**src/rtl/crc_beat_acc.sv**
```systemverilog
module crc_beat_acc #(
  parameter logic [31:0] POLY      = 32'hEDB88320,
  parameter logic [31:0] RST_SEED  = 32'hFFFFFFFF,
  parameter logic [1:0]  SRC_DMA   = 2'b01,
  parameter int          DW        = 32
) (
  input  logic          clk,
  input  logic          rst_n,
  input  logic [1:0]    src_sel,
  input  logic          chan_en,
  input  logic          suspend,
  input  logic          beat_valid,
  input  logic [DW-1:0] beat_data,
  input  logic [1:0]    beat_size,
  input  logic          last_beat,
  input  logic          fault,
  input  logic          seed_we,
  input  logic [31:0]   seed_data,
  output logic [31:0]   crc_out,
  output logic          result_valid,
  output logic          result_discard
);

  localparam int NBW = $clog2(DW + 1);

  logic [31:0]  crc_q;
  logic         valid_q;
  logic         disc_q;
  logic [NBW-1:0] nbits;
  logic         size_ok;
  logic         accept;
  logic [31:0]  base;
  logic [31:0]  folded;

  function automatic logic [31:0] fold_bits(input logic [31:0] c,
                                            input logic [DW-1:0] d,
                                            input logic [NBW-1:0] n);
    logic [31:0] r;
    r = c;
    for (int i = 0; i < DW; i++) begin
      if (i < int'(n))
        r = (r >> 1) ^ ((r[0] ^ d[i]) ? POLY : 32'h0);
    end
    return r;
  endfunction

  always_comb begin
    size_ok = 1'b1;
    case (beat_size)
      2'b00:   nbits = NBW'(8);
      2'b01:   nbits = NBW'(16);
      2'b10:   nbits = NBW'(32);
      default: begin nbits = '0; size_ok = 1'b0; end
    endcase
  end

  assign accept = beat_valid && size_ok && (src_sel == SRC_DMA) && chan_en &&
                  !suspend && !fault && !(disc_q && !seed_we);
  assign base   = seed_we ? seed_data : crc_q;
  assign folded = fold_bits(base, beat_data, nbits);

  always_ff @(posedge clk or negedge rst_n) begin
    if (!rst_n) begin
      crc_q   <= RST_SEED;
      valid_q <= 1'b0;
      disc_q  <= 1'b0;
    end else begin
      crc_q <= accept ? folded : base;
      if (fault)       valid_q <= 1'b0;
      else if (accept) valid_q <= last_beat;
      if (fault)        disc_q <= 1'b1;
      else if (seed_we) disc_q <= 1'b0;
    end
  end

  assign crc_out        = crc_q;
  assign result_valid   = valid_q;
  assign result_discard = disc_q;

  a_r3_seed_load: assert property (@(posedge clk) disable iff (!rst_n)
    seed_we && !beat_valid |=> crc_out == $past(seed_data));
  a_r4_source_gate: assert property (@(posedge clk) disable iff (!rst_n)
    (src_sel != SRC_DMA || !chan_en) && !seed_we |=> $stable(crc_out));
  a_r5_suspend_hold: assert property (@(posedge clk) disable iff (!rst_n)
    suspend && !seed_we |=> $stable(crc_out));
  a_r7_valid_after_last: assert property (@(posedge clk) disable iff (!rst_n)
    $rose(result_valid) |-> $past(beat_valid && last_beat));
  a_r8_fault_discard: assert property (@(posedge clk) disable iff (!rst_n)
    fault |=> result_discard && !result_valid);
  a_r8_discard_freeze: assert property (@(posedge clk) disable iff (!rst_n)
    result_discard && !seed_we |=> $stable(crc_out));

endmodule

```
**config.mk**
```make
export PLATFORM = sky130hd
export DESIGN_NAME = crc_beat_acc
export DESIGN_NICKNAME = d
export VERILOG_FILES = /design/src/rtl/crc_beat_acc.sv
export SDC_FILE = /design/constraint.sdc
export NUM_CORES = 1
export LEC_CHECK = 0
export ABC_CLOCK_PERIOD_IN_PS = 7210
export BUFFER_PORTS_ARGS = -buffer_cell sky130_fd_sc_hd__clkbuf_2
export CAP_MARGIN = 20
export CORE_MARGIN = 2
export CORE_UTILIZATION = 30
export CTS_BUF_LIST = sky130_fd_sc_hd__clkbuf_8
export DETAILED_ROUTE_END_ITERATION = 8
export PLACE_DENSITY_LB_ADDON = 0.1
export SYNTH_ARGS = -nofsm -noshare
export SYNTH_HDL_FRONTEND = slang
export SYNTH_SLANG_ARGS = --single-unit
```
**constraint.sdc**
```tcl
create_clock -name clk -period 7.21 [get_ports clk]
set_clock_uncertainty 0.1 [all_clocks]
set_input_delay 0.721 -clock clk [delete_from_list [all_inputs] [get_ports clk]]
set_output_delay 0.721 -clock clk [all_outputs]
set_load 0.05 [all_outputs]
```
==> qor.csv <==
stage,metric,value,unit
clock_network,cts-root-buf,clkbuf_8,
synth,synth.avg_cell_area,8.32,µm²
synth,yosys.area.top_type_share,19.6,%
power_and_ir_drop,static-leakage-power,4.11,nW
final_layout,area_growth_syn_to_layout,17.1,%
final_layout,final_layout_size_suffix_gt1_share,25.3,%
synth,yosysWarnings,0,
clock_network,cts-buffers-inserted,5,
detailed_routing,met3_wirelength,1.68,mm
place,place_congestion,0.885,
setup_path,worst_ep_arrival,6850,ps
floorplan,fp.dieW,171,µm
floorplan,core_footprint,27600,µm²
clock_network,worst_setup_hold_path_clk_slew,80,ps
synth,postSynthRegisterBits,34,
clock_network,cts.sinks,34,
place,dp_hpwl,30.2,mm
setup_path,kind_of_start_point_of_the_critical_path,input port,
synth,synth_async_sr_flop_share,100,%
synth,muxShareOfSynthArea,12.2,%
detailed_routing,top_layer_used,met5,
detailed_routing,vias,8049,
detailed_routing,drt_wl_total,36.4,mm
worst_hold_path,hold_path_class,input port to async pin,
synth,top_reg_cell_synth,dfstp_2,
place,dpl_worst_slack,9.79,ps
synth,synth_xor_xnor_area_share,38.1,%
timing,layout_min_cycle_time,6800,ps
synth,synth_top_cell_by_area,xnor2_1,
setup_path,rr_startpoint,crc_out[0]$_DFF_PN1_,
timing,timing.final.setup_violations,0,
setup_path,cp_max_fanout,21,
clock_network,htreeDepth,2,
timing,postLayoutSetupSlackWorst,406,ps
synth,synth_fa_ha_area_share,0.449,%
floorplan,floorplan.die.height,171,µm
global_routing,largest_net_degree_at_the_start_of_global_routing,36,
detailed_routing,wl_per_cell,24.1,µm
synth,synth.area.top_cells,"xnor2_1 (20%), dfstp_2 (10%), xor2_1 (8.0%)",
detailed_routing,detail_route.wirelength.met1,17.1,mm
detailed_routing,route.met2.wl,16.7,mm
final_layout,nNetsFinal,1211,
final_layout,antenna_cells,0,
timing,slew_viols_final,0,
detailed_routing,via_to_cell_ratio,5.33,
setup_path,crit_required,7260,ps
detailed_routing,drt-initial-drc-count,658,
floorplan,num_rows,61,
synth,post_synth_and_or_nand_nor_area_fraction,17.1,%
power_and_ir_drop,peakVddDrop,262,µV
clock_network,clock_tree_from_tritoncts,built,
clock_network,clock_tree.buffer_depth,2,
place,port_buffers,109,
synth,synth-edff-count,0,
timing,max-slew-margin-rel,37.5,%
synth,synth_compound_gate_area_share,17.8,%
clock_network,cts.hold.buffers_added,0,
synth,synthesis.instances,1005,
global_routing,vias_in_the_first_global_route,7843,
setup_path,worst_setup_path_startpoint,seed_we,
floorplan,io_pins,110,
synth,yosys-top-cells-count,"xnor2_1 (187), xor2_1 (76), nor2_1 (70), nand2_1 (67), mux2i_1 (66)",
power_and_ir_drop,power-per-cell-area,509,nW/µm²
synth,most_repeated_cell_in_the_gate_level_netlist_after_synthesis,xnor2_1,
detailed_routing,ant_nets,0,
global_routing,grt_first_pass_wirelength,52.9,mm
detailed_routing,drt-pass1-iter-count,6,
synth,synth_top_family_by_area,XOR/XNOR gates,
power_and_ir_drop,total_power,4.98,mW
synth,post_synth_cell_types,89,
detailed_routing,remaining_drc_errors,0,
synth,syn-cell-area,8360,µm²
timing,timing.final.crit_share,94.4,%
run,max_cap_viol_count,0,
status,run_status,"complete, no violations",
global_routing,antenna_violations_before_repair,0,
synth,syn-num-nets,1084,
timing,timing.final.hold_violations,0,
timing,grt_setup_unrepaired,false,
synth,synth.yosys.seq_area_share,10.7,%
timing,fmax,147,MHz
clock_network,clock_insertion_delay_worst_skew,310,ps
global_routing,globalRouteTotalUtil,25.0,%
global_routing,overflow,0,
setup_path,endpoint_kind,flop,
floorplan,initial_core_util,30.3,%
floorplan,floorplan_die_area,29200,µm²
setup_path,crit_type,input port to flop,
timing,timing_worst_slew_pin_value,937,ps
==> cells in the final DEF (no fill, tap or decap), drive strengths merged, types with 5 or more instances in the layout <==
master	Yosys	final
a221oi	6	6
inv	11	12
or3	13	13
nand2	67	67
a211oi	10	10
o2111ai	6	6
a21oi	54	54
or4	6	6
o22ai	11	11
and3	15	15
mux2	15	15
o31ai	6	6
buf	22	72
nand4	5	5
xor2	82	82
nand2b	15	15
mux4	7	7
o21a	7	7
a21o	7	7
dfstp	32	32
and2	9	9
a31oi	7	7
o21ai	53	53
xnor3	29	29
nor4	6	6
nor3	24	24
xnor2	193	193
nand3	28	28
clkbuf	39	115
nor2	71	71
nor3b	6	6
o211ai	15	15
mux2i	67	67
==> per-layer routing <==
metal / vias to the layer above / GRT usage (%)
met5: - / 2.09
met4: 3 / 5.67
met3: 46 / 2.61
met2: 253 / 40.9
met1: 3909 / 35.1
li1: 3838 / -
==> path summary, 6_finish.rpt <==
| kind | endpoint | slack [ps] | cells after the start |
|---|---|---|---|
| max in group asynchronous | result_discard$_DFFE_PN0P_ | 6000 | 1 |
| min in group clk | result_valid$_DFFE_PN0P_ | 460 | 2 |
| hold / removal | result_valid$_DFFE_PN0P_ | 440 | 1 |
| hold reg to reg | result_valid$_DFFE_PN0P_ | 460 | 2 |
| setup reg to reg | crc_out[8]$_DFF_PN1_ | 640 | 20 |
| setup / recovery | crc_out[8]$_DFF_PN1_ | 410 | 23 |
==> cell type report <==
| class | instances | area [µm²] |
|---|---|---|
| inverter | 11 | 41.3 |
| fill | 2975 | 17800 |
| multi-input combinational | 899 | 7180 |
| clock buffer | 6 | 82.6 |
| tap | 378 | 473 |
| clock inverter | 2 | 33.8 |
| timing repair buffer | 181 | 1090 |
| sequential | 34 | 891 |
==> critical path: stages <==
cell and delay (ps):
clkbuf_2 230, buf_4 260, buf_4 360, mux2i_1 420
nor2_1 90, mux2i_1 300, nand3_1 230, and3b_1 280
o311ai_1 290, buf_4 180, a21oi_1 90, o211ai_1 500
a211oi_1 160, nor3b_2 340, nor2_2 80, xor3_1 540
mux2i_1 260, o2111ai_2 340, xnor2_1 240, buf_4 180
xor2_1 140, and3_1 190, nor3_1 410
==> sequential cells by signal, summed over array words and instances, names as in the netlist <==
register        flops
crc_out            32
result_discard      1
result_valid        1
==> power by group <==
| group | switching [mW] | internal [mW] | total, mW | leakage, nW |
|---|---|---|---|---|
| registers | 0.0292 | 0.229 | 0.258 | 0.361 |
| logic | 2.49 | 2.04 | 4.53 | 3.69 |
| clock network | 0.0825 | 0.111 | 0.194 | 0.0626 |
==> cells by family (layout without fill, tap and decap cells) <==
| group | count (synthesis) | after routing |
|---|---|---|
| multiplexers | 89 | 89 |
| flip-flops | 34 | 34 |
| buffers and inverters | 72 | 200 |
| AO/OA/AOI/OAI | 222 | 222 |
| AND/OR/NAND/NOR | 280 | 280 |
| adder cells (fa/ha/maj) | 3 | 3 |
| XOR/XNOR | 305 | 305 |
==> what timing repair did <==
| item | 4_1_cts | 5_1_grt |
|---|---|---|
| endpoints found under the setup margin | 0 | 7 |
| gates resized for setup | 0 | 3 |
| setup buffers | 0 | 1 |
==> stage by stage <==
stage                     TNS [ps]  hold WS (ps)  std cells  cell area [µm²]  utilization, %
after floorplan                  0           325       1005             8360               -
after global placement       -4.02           449       1502             9650            34.9
after detailed placement         0           462       1502             9650            34.9
after CTS                        0           462       1510             9770            35.4
after global routing             0           505       1511             9790            35.4
final                            0           443       1511             9790            35.4
Note: power is estimated with default switching activity, not from simulation.
